<file path="src/rtl/irq_seq_pkg.sv">
package irq_seq_pkg;
  typedef enum logic [2:0] {
    ST_IDLE, ST_SAVE, ST_ACK, ST_IDX, ST_READ, ST_WAIT, ST_FETCH
  } seqState_t;

  typedef struct packed {
    logic saveK;
    logic clrIe;
    logic setIe;
    logic capIdx;
    logic loadVec;
    logic retPc;
    logic hostPcWr;
    logic hostK0Wr;
  } ctrlStrobes_t;
endpackage

</file>
<file path="src/rtl/irq_seq_ctrl.sv">
module irq_seq_ctrl
  import irq_seq_pkg::*;
#(
  parameter int SEL_W = 4,
  parameter logic [SEL_W-1:0] K0_SEL = 4'd13
) (
  input  logic             clk,
  input  logic             rstN,
  input  logic             fetchReq,
  input  logic             opEi,
  input  logic             opDi,
  input  logic             opReti,
  input  logic             pcWrEn,
  input  logic             regWrEn,
  input  logic [SEL_W-1:0] regSel,
  input  logic             irqPending,
  input  logic             intEn,
  output ctrlStrobes_t     strb,
  output logic             irqAck,
  output logic             memRd,
  output logic             fetchGo,
  output logic             busy
);
  seqState_t state, stateNext;
  logic take;

  assign take = fetchReq && irqPending && intEn;

  always_ff @(posedge clk) begin
    if (!rstN) state <= ST_IDLE;
    else       state <= stateNext;
  end

  always_comb begin
    stateNext = state;
    strb      = '0;
    irqAck    = 1'b0;
    memRd     = 1'b0;
    fetchGo   = 1'b0;
    unique case (state)
      ST_IDLE: begin
        if (fetchReq) begin
          if (take) stateNext = ST_SAVE;
          else      fetchGo   = 1'b1;
        end else begin
          strb.setIe    = (opEi || opReti) && !opDi;
          strb.clrIe    = opDi;
          strb.retPc    = opReti;
          strb.hostPcWr = pcWrEn;
          strb.hostK0Wr = regWrEn && (regSel == K0_SEL);
        end
      end
      ST_SAVE: begin
        strb.saveK = 1'b1;
        strb.clrIe = 1'b1;
        stateNext  = ST_ACK;
      end
      ST_ACK: begin
        irqAck    = 1'b1;
        stateNext = ST_IDX;
      end
      ST_IDX: begin
        strb.capIdx = 1'b1;
        stateNext   = ST_READ;
      end
      ST_READ: begin
        memRd     = 1'b1;
        stateNext = ST_WAIT;
      end
      ST_WAIT: begin
        strb.loadVec = 1'b1;
        stateNext    = ST_FETCH;
      end
      ST_FETCH: begin
        fetchGo   = 1'b1;
        stateNext = ST_IDLE;
      end
      default: stateNext = ST_IDLE;
    endcase
  end

  assign busy = (state != ST_IDLE);

  // acknowledge lasts one cycle and the index capture follows it
  assert_ack_single_R7: assert property (@(posedge clk) disable iff (!rstN)
    irqAck |=> (!irqAck && strb.capIdx));

  // read data is consumed one cycle after the read strobe
  assert_read_latency_R8: assert property (@(posedge clk) disable iff (!rstN)
    memRd |=> (strb.loadVec && !memRd));

  // host strobes never issue during a sequence
  assert_host_quiet_R11: assert property (@(posedge clk) disable iff (!rstN)
    busy |-> !(strb.hostPcWr || strb.hostK0Wr || strb.retPc || strb.setIe));
endmodule

</file>
<file path="src/rtl/irq_seq_dpath.sv">
module irq_seq_dpath
  import irq_seq_pkg::*;
#(
  parameter int DW = 32,
  parameter logic [DW-1:0] RESET_PC = 32'h0000_0010,
  parameter logic [DW-1:0] VEC_BASE = 32'h0000_0000
) (
  input  logic          clk,
  input  logic          rstN,
  input  ctrlStrobes_t  strb,
  input  logic [DW-1:0] pcWrData,
  input  logic [DW-1:0] regWrData,
  input  logic [DW-1:0] busIdx,
  input  logic [DW-1:0] memData,
  output logic [DW-1:0] memAddr,
  output logic [DW-1:0] pc,
  output logic [DW-1:0] kRet,
  output logic          intEn
);
  logic [DW-1:0] idxReg;

  always_ff @(posedge clk) begin
    if (!rstN) begin
      pc     <= RESET_PC;
      kRet   <= '0;
      intEn  <= 1'b0;
      idxReg <= '0;
    end else begin
      if (strb.loadVec)       pc <= memData;
      else if (strb.retPc)    pc <= kRet;
      else if (strb.hostPcWr) pc <= pcWrData;

      if (strb.saveK)         kRet <= pc;
      else if (strb.hostK0Wr) kRet <= regWrData;

      if (strb.clrIe)      intEn <= 1'b0;
      else if (strb.setIe) intEn <= 1'b1;

      if (strb.capIdx) idxReg <= busIdx;
    end
  end

  assign memAddr = VEC_BASE + idxReg;

  // saved PC is the PC seen in the save cycle
  assert_save_pc_R5: assert property (@(posedge clk) disable iff (!rstN)
    strb.saveK |=> (kRet == $past(pc)));

  // entry leaves interrupts disabled
  assert_entry_clears_R6: assert property (@(posedge clk) disable iff (!rstN)
    strb.saveK |=> !intEn);

  // vector word lands in the PC
  assert_vector_load_R8: assert property (@(posedge clk) disable iff (!rstN)
    strb.loadVec |=> (pc == $past(memData)));

  // return restores PC and enables interrupts
  assert_return_R9: assert property (@(posedge clk) disable iff (!rstN)
    (strb.retPc && !strb.clrIe) |=> (intEn && pc == $past(kRet)));
endmodule

</file>
<file path="src/rtl/irq_seq_top.sv">
module irq_seq_top
  import irq_seq_pkg::*;
#(
  parameter int DW = 32,
  parameter int SEL_W = 4,
  parameter logic [SEL_W-1:0] K0_SEL = 4'd13,
  parameter logic [DW-1:0] RESET_PC = 32'h0000_0010,
  parameter logic [DW-1:0] VEC_BASE = 32'h0000_0000
) (
  input  logic             clk,
  input  logic             rstN,
  input  logic             fetchReq,
  input  logic             opEi,
  input  logic             opDi,
  input  logic             opReti,
  input  logic             pcWrEn,
  input  logic [DW-1:0]    pcWrData,
  input  logic             regWrEn,
  input  logic [SEL_W-1:0] regSel,
  input  logic [DW-1:0]    regWrData,
  input  logic             irqPending,
  output logic             irqAck,
  input  logic [DW-1:0]    busIdx,
  output logic             memRd,
  output logic [DW-1:0]    memAddr,
  input  logic [DW-1:0]    memData,
  output logic [DW-1:0]    pc,
  output logic [DW-1:0]    kRet,
  output logic             intEn,
  output logic             fetchGo,
  output logic             busy
);
  ctrlStrobes_t strb;

  irq_seq_ctrl #(.SEL_W(SEL_W), .K0_SEL(K0_SEL)) u_ctrl (
    .clk(clk), .rstN(rstN), .fetchReq(fetchReq),
    .opEi(opEi), .opDi(opDi), .opReti(opReti),
    .pcWrEn(pcWrEn), .regWrEn(regWrEn), .regSel(regSel),
    .irqPending(irqPending), .intEn(intEn),
    .strb(strb), .irqAck(irqAck), .memRd(memRd),
    .fetchGo(fetchGo), .busy(busy)
  );

  irq_seq_dpath #(.DW(DW), .RESET_PC(RESET_PC), .VEC_BASE(VEC_BASE)) u_dpath (
    .clk(clk), .rstN(rstN), .strb(strb),
    .pcWrData(pcWrData), .regWrData(regWrData), .busIdx(busIdx),
    .memData(memData), .memAddr(memAddr),
    .pc(pc), .kRet(kRet), .intEn(intEn)
  );
endmodule

</file>
<file path="config.mk">
export PLATFORM = sky130hd
export DESIGN_NAME = irq_seq_top
export DESIGN_NICKNAME = d
export VERILOG_FILES = /design/src/rtl/irq_seq_pkg.sv /design/src/rtl/irq_seq_ctrl.sv /design/src/rtl/irq_seq_dpath.sv /design/src/rtl/irq_seq_top.sv
export SDC_FILE = /design/constraint.sdc
export NUM_CORES = 1
export LEC_CHECK = 0
export CAP_MARGIN = 20
export CORE_UTILIZATION = 43
export CTS_CLUSTER_DIAMETER = 200
export CTS_CLUSTER_SIZE = 30
export DETAILED_ROUTE_END_ITERATION = 6
export PLACE_DENSITY = 0.87
export SLEW_MARGIN = 10
export SYNTH_ARGS = -nofsm -noshare
export SYNTH_HDL_FRONTEND = slang
export SYNTH_SLANG_ARGS = --single-unit
</file>
<file path="constraint.sdc">
create_clock -name clk -period 5 [get_ports clk]
set_input_delay 0.5 -clock clk [delete_from_list [all_inputs] [get_ports clk]]
set_output_delay 0.5 -clock clk [all_outputs]
set_load 0.02 [all_outputs]
</file>
==> results.md <==
- The number of vias per cell after detailed routing is 5.47.
- The number of antenna-violating nets in the routed design is 0.
- The cell at the root of the clock tree is clkbuf_8.
- The standby leakage power is 0.00233 µW.
- The final period demand of the worst path is 2.59 ns.
- The relative area change from synthesis to final layout is 56.5%.
- The run finished with clean final reports.
- The delay of the slowest cell on the worst path is 0.79 ns.
- The total DRC errors in the routed layout is 0.
- Clock tree synthesis inserted a total of 9 buffers.
- The share of final-layout standard cells stronger than drive strength 1 is 4.63%.
- The relative slew slack is 55.9%.
- Once the floorplan was initialized, standard cells occupied 44.5% of the core.
- The post-synthesis instance total is 569.
- Clock-pin slew was measured on the worst setup and hold paths at 0.10 ns.
- The wire-length estimate of the detail-placed layout is 11.0 mm.
- The global router's overall resource usage is 26.7%.
- The total overflow reported by the global router is 0.
- The final hold violation count is 0.
- For this design the ratio of total power to cell area is 246 mW/mm².
- The setup check on the worst reg-to-reg path leaves a slack of 2.41 ns.
- In this run the deepest clock path goes through 2 buffers.
- The post-synthesis sequential area ratio is 43.6%.
- The worst register-to-register path ends at u_dpath.pc[2]$_SDFFE_PN0P_.
- Measured along the x axis, the die boundary spans 105 µm.
- The first global-routing pass estimated 23.6 mm of wire.
- Adding up every negative setup slack in the final design gives 0 ns.
- 0 antenna diodes ended up in the layout.
- Counting instances, the worst hold path has a depth of 2.
- For the pin with the worst max-slew slack, the measured transition is 0.660 ns.
- Counting the fill cells in the layout gives 810.
- The highest clock rate is 0.386 GHz.
- The arithmetic-cell share of the synthesized area counting full adders, half adders and majority gates is 0%.
- Max-cap violations in this run came to 0.
- The category of the critical setup timing path is flip-flop to flip-flop.
- The worst-case vdd ir drop is 129 µV.
- The number of buffer and inverter stages on the critical path is 1.
- The number of H-tree branching levels is 3.
- The area share of xor/xnor cells in the synthesized design is 0%.
- The arrival time of data at the critical path endpoint is 2.86 ns.
- TritonCTS built the clock tree.
- Of all cell types, the one taking the most synthesized area is dfxtp_1.
- The height of the chip is 105 µm.
- The largest delay contributor family on the critical path is simple AND/OR/NAND/NOR gates.
- The class of the most critical hold timing path is flip-flop to flip-flop.
- Buffers added to address setup during post-CTS repair amount to 0.
- The final weighted congestion of routability-driven global placement is 0.800.
- The post-cts repair resize count is 0.
- The worst register-to-register path begins at u_ctrl.state[2]$_SDFFE_PN0P_.
- 242 I/O pins were placed.
- STA classifies the critical path startpoint as a flip-flop.
- Sorting the synthesized cells by area gives the leading types as dfxtp_1, nand2_1, mux2i_1.
- The slowest library cell on the worst path is or4_4.
- After detailed routing, the average wire length per cell comes to 16.8 µm.
- Along the worst path, the maximum fanout reaches 57.
- The finished layout holds 914 standard cells, fillers aside.
- In this run, distinct cell masters in the synthesized netlist total 32.
- The total power consumption of the routed design is 1770 µW.
- The average cell area after synthesis is 8.07 µm².
- For this design, the sink count on the clock tree is 100.
- The multiplexer fraction of the synthesized cell area is 9.24%.
- For the worst setup path, the data required time is 5.27 ns.
- The post-route clock skew is 0.0147 ns.
- The port buffer count is 241.
- The final period utilization is 51.8%.
- The total nets after synthesis is 710.
- The area of the mapped netlist is 0.00459 mm².
- The routed layout has 4996 vias.
- The pin count of the biggest net entering global routing is 69.
- The kind of capture point of the worst setup path is a flip-flop.
- The area of the placeable core is 0.0103 mm².
- The count of standard-cell rows is 37.
- The total wirelength of the detailed-routed design is 15.3 mm.
- In the final design database the tool counted 914 nets.
- The combinational family with the most area after synthesis is compound AO/OA/AOI/OAI gates.
- Setup violations remaining at the end of the flow were counted as 0.
- The violation count after the first detailed-route iteration is 263.
- Yosys printed 0 warnings.
- The later-pin clock latency in the skew report is 0.36 ns.
- Of the total synthesized cell area, the portion taken by AND, OR, NAND and NOR gates is 16.0%.
- The critical path goes through or4_4 > o21ai_4 > buf_4 > o211ai_1 > o22ai_1.
- The area share of the largest cell type after synthesis is 43.6%.
- In this run the most critical hold path is launched from u_dpath.idxReg[0]$_SDFFE_PN0P_.
- The synthesized flop and latch total is 100.
- The number of placed cells counting well taps is 896.
- The worst hold path terminates at u_dpath.idxReg[0]$_SDFFE_PN0P_.
- The initial antenna violation count is 0.
- Setup repair after global routing left no endpoint under its margin.
- For the worst flop-to-flop path, the logic depth is 5.
- The number of slew-limit violations in the final report came to 0.
- The first detailed-routing pass took 7 iterations.
- The via count of the first global-routing pass is 4876.
- The post-synthesis compound-gate area fraction is 25.2%.
- The floorplan step defined a die boundary enclosing 0.0111 mm².
- The number of hold buffers added after cts is 0.
[kinds of logic (layout without fill, tap and decap cells)]
| family | count (synthesis) | in the layout |
|---|---|---|
| AO/OA/AOI/OAI | 188 | 188 |
| buffers and inverters | 58 | 267 |
| flip-flops | 100 | 100 |
| multiplexers | 42 | 42 |
| AND/OR/NAND/NOR | 181 | 181 |
[layout make-up]
type	count	area, µm²	share of cell area (%)
well taps	136	170	2.37
clock inverters	7	50.0	0.697
multi-input cells	411	2330	32.4
clock buffers	9	124	1.72
flip-flops and latches	100	2000	27.9
repair buffers	249	2500	34.8
inverters	2	7.51	0.104
[layout by cell type (no fill, tap or decap), types with 2 or more instances in the layout]
cell,n
clkdlybuf4s50_1,240
inv_6,2
mux2i_1,39
clkinv_2,2
clkinvlp_4,3
o211ai_1,28
nand2_1,128
o22ai_1,31
clkbuf_8,9
buf_4,5
a21oi_1,62
nor2_1,39
o21ai_0,29
mux2_2,3
buf_12,2
dfxtp_1,100
a211oi_1,33
nand2b_1,2
[layer usage]
| layer | GRT usage, % | wire (µm) | part of all wire [%] | vias up |
|---|---|---|---|---|
| li1 | - | - | - | 2430 |
| met1 | 29.3 | 5870 | 38 | 2287 |
| met2 | 47.8 | 7760 | 51 | 241 |
| met3 | 6.99 | 1170 | 7.6 | 38 |
| met4 | 12.6 | 537 | 3.5 | 0 |
| met5 | 0 | 0 | 0 | - |
[where the power goes]
| part | internal [µW] | switching [µW] | leakage, µW |
|---|---|---|---|
| Combinational | 228 | 195 | 0.00143 |
| Sequential | 835 | 35.6 | 0.000812 |
| Clock | 183 | 289 | 0.0000820 |
[worst max-delay path by stage]
stage	from	to	cells after the start
after floorplan	fetchReq	u_dpath.pc[21]$_SDFFE_PN0P_	6
after global placement	fetchReq	u_dpath.pc[6]$_SDFFE_PN0P_	6
after detailed placement	fetchReq	u_dpath.pc[2]$_SDFFE_PN0P_	6
after CTS	irqPending	fetchGo	5
after global routing	u_ctrl.state[2]$_SDFFE_PN0P_	u_dpath.pc[4]$_SDFFE_PN1P_	5
final	u_ctrl.state[2]$_SDFFE_PN0P_	u_dpath.pc[2]$_SDFFE_PN0P_	5
[tightest hold or removal path, stage by stage, from the launching register on]
cell     delay [ns]
dfxtp_1        0.32
nand2_1        0.05
a21oi_1        0.05
[registers in the layout, summed over array words and instances, names as in the netlist]
register	count
u_dpath.idxReg	32
u_dpath.kRet	32
u_ctrl.state	3
u_dpath.pc	32
u_dpath.intEn	1
[cells in the mapped netlist]
cell type,number
a31o_2,1
buf_4,1
or2_2,1
o21ai_4,1
nor3b_1,2
nor2_1,40
buf_6,4
a211oi_1,33
nor2b_1,1
buf_1,1
o221ai_1,1
and4b_1,1
buf_2,15
inv_1,2
mux2_2,3
a2111oi_0,1
nand2_1,128
o211ai_1,28
or3_1,1
o22ai_1,31
dfxtp_1,100
mux2i_1,39
nor4_1,1
nor4b_1,1
a311oi_1,1
clkbuf_1,35
o21ai_0,29
a21oi_1,62
or4_4,1
nand2b_1,2
nor4b_2,1
nand3b_1,1
[through the flow]
stage	setup slack [ns]	area (µm²)	utilization [%]	hold WS, ns
finish	2.41	7180	69.6	0.461
global route	2.27	7180	69.6	0.475
CTS	2.44	7140	69.2	0.463
detailed placement	2.08	6970	67.5	0.448
global placement	2.23	6950	67.3	0.442
floorplan	3.25	4590	-	0.534
Power figures use the tool's default switching activity.
